File: src/rtl/mfl_pkg.sv
package mfl_pkg;

    typedef enum logic {
        PH_IDLE = 1'b0,
        PH_OPEN = 1'b1
    } phase_e;

    // Decoded per-cycle frame event
    typedef struct packed {
        logic open_f;   // a new frame starts this cycle
        logic close_f;  // the open frame ends this cycle
        logic take;     // an in-frame byte is counted this cycle
    } evt_t;

    function automatic evt_t decode_evt(phase_e ph, logic s, logic e, logic bv);
        evt_t r;
        r.open_f  = s;
        r.close_f = e && (ph == PH_OPEN);
        r.take    = bv && (ph == PH_OPEN) && !s && !e;
        return r;
    endfunction

endpackage

File: src/rtl/mfl_budget.sv
module mfl_budget
    import mfl_pkg::*;
#(
    parameter int W = 16
) (
    input  logic         clk,
    input  logic         rst,
    input  evt_t         evt,
    input  logic [W-1:0] limit,
    output logic         room,
    output logic         over
);

    logic [W-1:0] remain_q;

    always_ff @(posedge clk) begin
        if (rst) begin
            remain_q <= '0;
            over     <= 1'b0;
        end else if (evt.open_f) begin
            remain_q <= limit;
            over     <= 1'b0;
        end else if (evt.take) begin
            if (remain_q != '0) remain_q <= remain_q - 1'b1;
            else                over     <= 1'b1;
        end
    end

    assign room = (remain_q != '0);

    // once over the limit, stays over until a new frame opens
    a_r4_over_sticky: assert property (@(posedge clk) disable iff (rst)
        (over && !evt.open_f) |=> over);

    // over-limit state implies the budget is exhausted
    a_r4_over_no_room: assert property (@(posedge clk) disable iff (rst)
        over |-> !room);

endmodule

File: src/rtl/mfl_tally.sv
module mfl_tally
    import mfl_pkg::*;
#(
    parameter int W = 16
) (
    input  logic       clk,
    input  logic       rst,
    input  evt_t       evt,
    input  logic       over,
    output logic [W:0] count
);

    always_ff @(posedge clk) begin
        if (rst)                     count <= '0;
        else if (evt.open_f)         count <= '0;
        else if (evt.take && !over)  count <= count + 1'b1;
    end

    // the tally freezes once the frame has gone over the limit
    a_r6_tally_frozen: assert property (@(posedge clk) disable iff (rst)
        (over && !evt.open_f) |=> $stable(count));

endmodule

File: src/rtl/mfl_report.sv
module mfl_report
    import mfl_pkg::*;
#(
    parameter int W = 16
) (
    input  logic       clk,
    input  logic       rst,
    input  evt_t       evt,
    input  logic       over,
    input  logic [W:0] count,
    output logic       done,
    output logic       too_long,
    output logic [W:0] length
);

    always_ff @(posedge clk) begin
        if (rst) begin
            done     <= 1'b0;
            too_long <= 1'b0;
            length   <= '0;
        end else begin
            done <= evt.close_f;
            if (evt.close_f) begin
                too_long <= over;
                length   <= count;
            end
        end
    end

    // a completion pulse always follows a close of an open frame
    a_r5_done_after_close: assert property (@(posedge clk) disable iff (rst)
        done |-> $past(evt.close_f));

    // status is held when no frame closes
    a_r10_status_hold: assert property (@(posedge clk) disable iff (rst)
        !evt.close_f |=> ($stable(length) && $stable(too_long)));

    // an over-length report never carries a zero length
    a_r7_long_nonzero: assert property (@(posedge clk) disable iff (rst)
        (done && too_long) |-> (length != '0));

endmodule

File: src/rtl/mfl_enforcer.sv
module mfl_enforcer
    import mfl_pkg::*;
#(
    parameter int LEN_W = 16
) (
    input  logic             clk,
    input  logic             rst,
    input  logic [LEN_W-1:0] max_len,
    input  logic             byte_vld,
    input  logic             sof,
    input  logic             eof,
    output logic             wr_en,
    output logic             done,
    output logic             too_long,
    output logic [LEN_W:0]   frame_len
);

    phase_e       phase_q;
    evt_t         evt;
    logic         room;
    logic         over;
    logic [LEN_W:0] tally;

    assign evt = decode_evt(phase_q, sof, eof, byte_vld);

    always_ff @(posedge clk) begin
        if (rst)          phase_q <= PH_IDLE;
        else if (sof)     phase_q <= PH_OPEN;
        else if (eof)     phase_q <= PH_IDLE;
    end

    mfl_budget #(.W(LEN_W)) u_budget (
        .clk   (clk),
        .rst   (rst),
        .evt   (evt),
        .limit (max_len),
        .room  (room),
        .over  (over)
    );

    mfl_tally #(.W(LEN_W)) u_tally (
        .clk   (clk),
        .rst   (rst),
        .evt   (evt),
        .over  (over),
        .count (tally)
    );

    mfl_report #(.W(LEN_W)) u_report (
        .clk      (clk),
        .rst      (rst),
        .evt      (evt),
        .over     (over),
        .count    (tally),
        .done     (done),
        .too_long (too_long),
        .length   (frame_len)
    );

    assign wr_en = evt.take && room;

    // no write while no frame is open
    a_r9_no_write_idle: assert property (@(posedge clk) disable iff (rst)
        (phase_q == PH_IDLE) |-> !wr_en);

    // no write after the frame went over the limit
    a_r4_no_write_over: assert property (@(posedge clk) disable iff (rst)
        over |-> !wr_en);

    // no write in a flag cycle
    a_r3_no_write_flag: assert property (@(posedge clk) disable iff (rst)
        (sof || eof) |-> !wr_en);

endmodule

File: config.mk
export PLATFORM = sky130hd
export DESIGN_NAME = mfl_enforcer
export DESIGN_NICKNAME = d
export VERILOG_FILES = /design/src/rtl/mfl_pkg.sv /design/src/rtl/mfl_budget.sv /design/src/rtl/mfl_tally.sv /design/src/rtl/mfl_report.sv /design/src/rtl/mfl_enforcer.sv
export SDC_FILE = /design/constraint.sdc
export NUM_CORES = 1
export LEC_CHECK = 0
export ABC_AREA = 1
export CORE_ASPECT_RATIO = 1.4
export CORE_MARGIN = 8
export CORE_UTILIZATION = 54
export CTS_CLUSTER_DIAMETER = 80
export DETAILED_ROUTE_END_ITERATION = 8
export PLACE_DENSITY = 0.82
export SLEW_MARGIN = 20
export SYNTH_ARGS = -nofsm -noshare
export SYNTH_HDL_FRONTEND = slang
export SYNTH_SLANG_ARGS = --single-unit
File: constraint.sdc
create_clock -name clk -period 1.7 [get_ports clk]
set_input_delay 0.425 -clock clk [delete_from_list [all_inputs] [get_ports clk]]
set_output_delay 0.425 -clock clk [all_outputs]
set_load 0.01 [all_outputs]
== Word-level counts from Yosys, hierarchy flattened ==
Index checks and enable logic that the tools add are counted.

* Input bits: 21
* Register bits after elaboration: 54

* Add/sub/neg operators: 2
* Bitwise logic cells: 1
* Reductions and logical operators: 16
* Muxes and demuxes: 5

{| class="wikitable"
|+ Operators by type and width
! operator !! count
|-
| $mux W16 || 3
|-
| $add A17 B1 Y17 const B || 1
|-
| $reduce_bool A16 Y1 || 1
|-
| $sub A16 B1 Y16 const B || 1
|-
| $logic_and A1 B1 Y1 || 6
|-
| $reduce_bool A2 Y1 || 3
|-
| $reduce_and A2 Y1 || 2
|-
| $logic_not A1 Y1 || 3
|-
| $mux W1 || 2
|-
| $reduce_or A2 Y1 || 1
|-
| $not A1 Y1 || 1
|}

== Depth between registers and ports, before layout ==
Gate-level depths: netlist of run 1.

* Depth after elaboration: 5
* Depth in mapped cells: 11
* Mapped depth without buffers: 10

== Modules after synthesis ==
A second synthesis of run 1 with hierarchy kept.

* Cell total of the unflattened synthesis: 453
* Area, all modules: 3000.4 um2

{| class="wikitable"
|+ By module, submodules not included
! module !! sequential area each (um2) !! area each (um2) !! cells each !! times used
|-
| mfl_budget || 340.3 || 1202.4 || 195 || 1
|-
| mfl_tally || 340.3 || 878.3 || 126 || 1
|-
| mfl_report || 380.4 || 843.3 || 117 || 1
|-
| mfl_enforcer || 20.0 || 76.3 || 15 || 1
|}

== Least setup slack after synthesis of run 1 ==
OpenSTA, ideal clock, no wires.

* Kind: reg-to-output
* Start point: register u_budget.remain_q[0]
* End point: output port wr_en
* Buffers on the path: 0
* Cell stages (with the launch flop): 8
* Slack: 0.217 ns
* Arrival time: 1.058 ns
* Cell sequence: dfxtp_1 -> inv_1 -> ha_1 -> nand2_2 -> nor2_4 -> nand2_2 -> nand2_4 -> inv_1

* Longest elaborated chain between the ends: 2

{| class="wikitable"
|+ Ends and longest elaborated chain
! what !! line !! text
|-
| start: declaration || mfl_budget.sv:14 || <nowiki>logic [W-1:0] remain_q;</nowiki>
|-
| start signal: assignment || mfl_budget.sv:21 || <nowiki>remain_q <= limit;</nowiki>
|-
| start signal: assignment || mfl_budget.sv:24 || <nowiki>if (remain_q != '0) remain_q <= remain_q - 1'b1;</nowiki>
|-
| $reduce_bool A16 Y1 || mfl_budget.sv:29 || <nowiki>assign room = (remain_q != '0);</nowiki>
|-
| $logic_and A1 B1 Y1 || mfl_enforcer.sv:60 || <nowiki>assign wr_en = evt.take && room;</nowiki>
|-
| end: declaration || mfl_enforcer.sv:12 || <nowiki>output logic wr_en,</nowiki>
|}

No other way between the ends.

== Worst setup path in the final report of run 1 ==
* Start point: register u_budget.remain_q[7]
* End point: output port wr_en

The elaborated chain is that of the path after synthesis.

==> impl_results.md, run 1 <==
* Int Pwr at 0.00209 W
* WS Path Type: flip-flop to primary output
* Minimum clock period at 1.80 ns
* Initial DRC count at 238
* Syn Inst Count at 412
* Status: finished with violations
* CTS sink cnt at 54
* Gr usage total at 20.7%
* Critical-path cell list: nor2_4 -> nand2_2 -> nor2_4 -> nand2_2 -> nand2_4 -> inv_4 -> buf_6
* Vias in the first global route at 3044
* Slew @ Worst Pin at 0.360 ns
* Via count at 3215
* FF+latch count, synth at 54
* First-pass iteration count of the detailed router at 5
* DP HPWL at 5750 um
* Mux share of post-synthesis cell area at 0.712%
* Async S/R FF share, synth at 0%
* Pwr per Cell Area at 751 nW/um^2
* TritonCTS clock tree: done
* Die Area at 7800 sq um
* CP endpoint kind: primary output
* Number of synthesized flops with an enable pin at 0
* Area leader, netlist: dfxtp_1
* YS warnings at 0
* Crit-path max FO at 2
* Post-Route WL at 9140 um
* Maximum vdd drop at 0.000538 V
* Worst Hold Margin at 0.476 ns
* Core area at 5080 sq um
* Reg clk slew, reported paths at 0.10 ns
* Worst path required time at 1.27 ns
* Fin crit share at 106%
* MaxCap Viol Count at 0
* First-pass GRT wire length at 13400 um
* Synth Area in Compound Gates at 15.9%
* Sw Share at 29.0%
* I/O Pins at 41
* Global placement routability congestion at 0.922
* Initial antenna violation count at 0
* Sequential-to-total area share from yosys stat at 38.5%
* Total CTS buffers at 5
* Clk buf depth at 2
* Yosys top cell area share at 38.5%
* Post-Synth XOR/XNOR Area at 2.18%
* Max-slew violation count at 0
* DP Worst Slack at -0.598 ns
* # DRC at 0
* Number of fill cells at 356
* Avg Inst Size Synth at 6.82 sq um
* Initial core utilization at 55.3%
* # setup viols final at 3
* Post-synth top cells: 87 x nand2_1, 76 x nor2_1, 54 x dfxtp_1
* Simple logic cell fraction of the synthesized area at 34.3%
* Slowest CP cell: dfxtp_2
* Drt wl/cell at 15.9 um
* Critical path's largest stage delay at 0.36 ns
* LEAKAGE at 1.61 nW
* Area of the multi-input gates at 1640 sq um
* Skew final at 0.0113 ns
* Post-Synth Adder-Cell Area at 0.890%
* Critical path arrival at 1.38 ns
* Reg power frac at 46.5%
* Port bufs at 40
* Final global-route overflow total at 0
* Root buffer cell: clkbuf_8
* R2R Setup Slk at -0.10 ns
* Overall die height at 101 um
* Final Hold Fails at 0
* Layout cell share with drive strength beyond 1 at 24.4%
* Worst r2r src: u_budget.remain_q[1]
* Post-Syn Area at 2810 sq um
* Slew HR at 75.9%
* Reg2reg path depth at 12
* Area Overhead vs Synth at 39.5%
* Largest family of logic cells by synthesized area: simple AND/OR/NAND/NOR gates
* Pin count of the biggest net entering global routing at 24
* FF-to-FF End: u_budget.remain_q[1]
* Critical Path Source: u_budget.remain_q[7]
* CTS H-tree depth at 2
* Dominant cells by area after synthesis: dfxtp_1 38%, nand2_1 12%, nor2_1 10%
* Antenna Nets Post-Route at 0
* Die W at 77.0 um
* Register area at 1090 sq um
* Nets at 530
* Startpoint types: flip-flop
* RSZ-0062 raised after global routing: true
* Setup WS post-layout at -0.104 ns
* Antenna Cells at 0
* Worst hold path class: flip-flop to flip-flop
* Switching Power at 0.000854 W
* Gate power share at 25.4%
* Main flop type after synthesis: dfxtp_1
* Worst skew pair latency at 0.31 ns
* Clock network power share at 28.2%
* Vias/cell at 5.60
* Unique masters post-synth at 31
* Most frequent cell after synthesis: nand2_1
* Mapped Nets at 435
* # rows at 31
* Crit path to: wr_en
* Violated checks: negative setup slack
* Fmax at 554 MHz
kinds of logic (layout without fill, tap and decap cells):
| logic type | Yosys count | after routing |
|---|---|---|
| compound gates | 87 | 87 |
| xor+xnor | 7 | 7 |
| fa+ha+maj | 2 | 2 |
| buf+inv | 47 | 142 |
| flops | 54 | 54 |
| mux | 2 | 2 |
| simple gates | 213 | 214 |
worst min-delay path by stage:
stage | end | slack [ns] | startpoint | cells past startpoint
floorplan | u_budget.remain_q[1] | 0.45 | u_budget.remain_q[1] | 2
global placement | u_tally.count[16] | 0.46 | u_tally.count[16] | 2
detailed placement | u_tally.count[16] | 0.46 | u_tally.count[16] | 2
CTS | u_tally.count[16] | 0.48 | u_tally.count[16] | 2
global route | u_tally.count[16] | 0.49 | u_tally.count[16] | 2
finish | u_tally.count[16] | 0.48 | u_tally.count[16] | 2
state kept, by name, indices dropped and copies added (netlist names):
name / flops
phase_q: 1
u_report.length: 17
u_report.too_long: 1
u_report.done: 1
u_budget.remain_q: 16
u_budget.over: 1
u_tally.count: 17
layer usage:
| metal | global-route usage (%) | wire length [um] | vias to the layer above | part of all wire, % |
|---|---|---|---|---|
| li1 | - | - | 1520 | - |
| met1 | 18.4 | 3280 | 1504 | 36 |
| met2 | 41.7 | 4760 | 136 | 52 |
| met3 | 3.73 | 464 | 55 | 5.1 |
| met4 | 12.8 | 629 | 0 | 6.9 |
| met5 | 0 | 0 | - | 0 |
repair_timing:
action | in CTS | in global routing
endpoints found under the setup margin | 13 | 10
gates resized for setup | 23 | 25
gates cloned | 0 | 1
pin swaps | 8 | 13
buffers inserted | 11 | 9
hold buffers | 0 | 0
cells in the final DEF (no fill, tap or decap), drive strengths merged, types with 2 or more instances in the layout:
master	count
clkinv	4
buf	62
nand3b	3
clkbuf	8
inv	29
a21oi	38
xnor2	4
nor3	2
xor2	3
dlygate4sd2	3
nand4	4
nor2	88
o21ai	47
nand2	97
ha	2
dfxtp	54
clkdlybuf4s50	36
nand3	18
mux2i	2
power groups by stage:
stage	registers [W]	clock network, W	logic (W)
floorplan	0.00140	0	0.000301
global placement	0.00138	0	0.000567
detailed placement	0.00138	0	0.000585
CTS	0.00136	0.000837	0.000638
global route	0.00137	0.000876	0.000802
finish	0.00137	0.000829	0.000746
cell type report:
| type | count | share of cell area [%] |
|---|---|---|
| multi-input combinational | 312 | 41.7 |
| sequential | 54 | 27.9 |
| timing repair buffer | 101 | 22.1 |
| inverter | 33 | 3.35 |
| clock buffer | 8 | 2.81 |
| tap | 66 | 2.11 |
worst max-delay path: cells and delay by family (launching register included):
| kind | cells | cell delay [ns] |
|---|---|---|
| and+or+nand+nor | 5 | 0.56 |
| DFF | 1 | 0.36 |
| buffers and inverters | 2 | 0.15 |
metrics by stage:
stage	total power (W)	util (%)	TNS, ns	std cells	instance area [sq um]
final	0.00294	77.2	-0.217	574	3920
after global routing	0.00305	77.2	-0.337	574	3920
after CTS	0.00283	74.1	-0.0380	565	3760
after detailed placement	0.00197	69.6	-9.30	546	3540
after global placement	0.00195	69.6	-8.02	546	3540
after floorplan	0.00170	-	0	412	2810
(Power assumes the default switching activity.)
==> inputs of run 2 (changes only) <==
CAP_MARGIN = 20   (was unset)
CORE_UTILIZATION = 49   (was 54)
PLACE_DENSITY = 0.79   (was 0.82)
clock period = 1.5 ns   (was 1.7 ns; I/O delays follow)
==> impl_results.md, run 2 (synthesized netlist as in run 1, its figures left out) <==
* Pwr per Cell Area at 816 nW/um^2
* Setup WS post-layout at -0.219 ns
* Status: finished with violations
* LEAKAGE at 1.68 nW
* Layout cell share with drive strength beyond 1 at 25.0%
* Vias/cell at 5.33
* TritonCTS clock tree: done
* Met2 WL at 4420 um
* Worst hold path class: flip-flop to flip-flop
* Biggest regs: u_report.length: 17 flops, u_tally.count: 17 flops, u_budget.remain_q: 16 flops
* Max-slew violation count at 0
* Minimum clock period at 1.72 ns
* Met3 Routed Length at 371 um
* Gr usage total at 18.6%
* Drt wl/cell at 14.0 um
* Most common cell after layout, fill and taps aside: nand2_1
* Port bufs at 40
* Clk buf depth at 2
* Violated checks: negative setup slack
* Global placement routability congestion at 0.901
* Max Used Layer: met4
* Critical path arrival at 1.34 ns
* Reg clk slew, reported paths at 0.10 ns
* Skew final at 0.00726 ns
* I/O Pins at 41
* CTS H-tree depth at 2
* Worst r2r src: u_budget.remain_q[1]
* DP HPWL at 5690 um
* Worst Hold Margin at 0.481 ns
* Final global-route overflow total at 0
* Die Area at 8450 sq um
* Die W at 80.0 um
* Initial antenna violation count at 0
* Met1 wire length at 2900 um
* Initial core utilization at 50.9%
* Overall die height at 106 um
* Maximum vdd drop at 0.000540 V
* # rows at 32
* Hold_sp: u_tally.count[12]
* WS Path Type: flip-flop to primary output
* Via count at 3043
* DP Worst Slack at -0.665 ns
* First-pass iteration count of the detailed router at 5
* Critical Path Source: u_budget.remain_q[1]
* Root buffer cell: clkbuf_8
* MaxCap Viol Count at 0
* Startpoint types: flip-flop
* Worst skew pair latency at 0.31 ns
* Worst path required time at 1.12 ns
* Post-Route WL at 7990 um
* Fin crit share at 115%
* Nets at 525
* Pin count of the biggest net entering global routing at 24
* Core area at 5530 sq um
* Total CTS buffers at 5
* CTS sink cnt at 54
* Final Hold Fails at 0
* Antenna Cells at 0
* Crit-path max FO at 2
* Initial DRC count at 201
* Hold-fix buffers at CTS at 0
* Vias in the first global route at 3026
* Fmax at 582 MHz
* Commonest non-fill, non-tap cells in the layout: 82 x nand2_1, 64 x nor2_1, 53 x buf_4
* # setup viols final at 1
* Antenna Nets Post-Route at 0
* RSZ-0062 raised after global routing: true
* First-pass GRT wire length at 12900 um
* Slew HR at 79.3%
* Slew @ Worst Pin at 0.311 ns
* # DRC at 0
* Tot Pwr at 0.00318 W
* Area Overhead vs Synth at 38.6%
* CP endpoint kind: primary output
run 2: changes by cell type in the layout (fill, tap and decap cells not counted), sizes merged:
cell / previous run / this run
buf: 62 / 57
dlygate4sd2: 3 / 22
clkdlybuf4s50: 36 / 17
clkinv: 4 / 5
clkinvlp: 0 / 1
clkbuf: 8 / 6
run 2: repair_timing:
action                                  4_1_cts  5_1_grt
hold endpoints to repair                      0        0
gates resized for setup                      47       36
pin swaps                                    11       10
gates cloned                                  1        0
endpoints found under the setup margin       50       19
setup buffers                                 4        2
run 2: stage by stage:
step / utilization, % / cell area, sq um / std cells / setup TNS, ns
6_report: 70.5 / 3900 / 571 / -0.219
2_1_floorplan: - / 2810 / 412 / 0
4_1_cts: 68.8 / 3800 / 572 / -0.207
5_1_grt: 70.5 / 3900 / 571 / -0.710
3_5_place_dp: 65.7 / 3630 / 560 / -14.80
3_3_place_gp: 65.7 / 3630 / 560 / -13.79
run 2: final timing paths:
path,endpoint,slack [ns],depth (start not counted)
worst max register to register,u_budget.remain_q[4],0.01,10
worst max-delay path,wr_en,-0.22,8
worst min register to register,u_tally.count[12],0.48,2
worst min-delay path,u_tally.count[12],0.48,2
run 2: metal layers:
layer / vias to the layer above / track usage (%)
met5: - / 0
met4: 0 / 10.3
met3: 23 / 2.98
met2: 99 / 35.8
met1: 1412 / 17.6
li1: 1509 / -
run 2: layout make-up:
class	instances	area, sq um
well taps	68	85.1
clock inverters	2	12.5
multi-input cells	312	1680
flip-flops and latches	54	1090
repair buffers	96	815
inverters	33	130
clock buffers	6	82.6
fillers	463	1630
run 2: critical path, stage by stage, from the launching register on:
cell and delay (ns):
dfxtp_2 0.34, inv_2 0.07, ha_4 0.15, nand2_4 0.06
nor2_4 0.10, nand2_2 0.07, nand2_4 0.08, inv_2 0.05
buf_6 0.11
run 2: where the power goes:
group	internal (W)	switching, W
logic	0.000372	0.000411
registers	0.00150	0.0000392
clock network	0.000372	0.000485
total	0.00224	0.000935
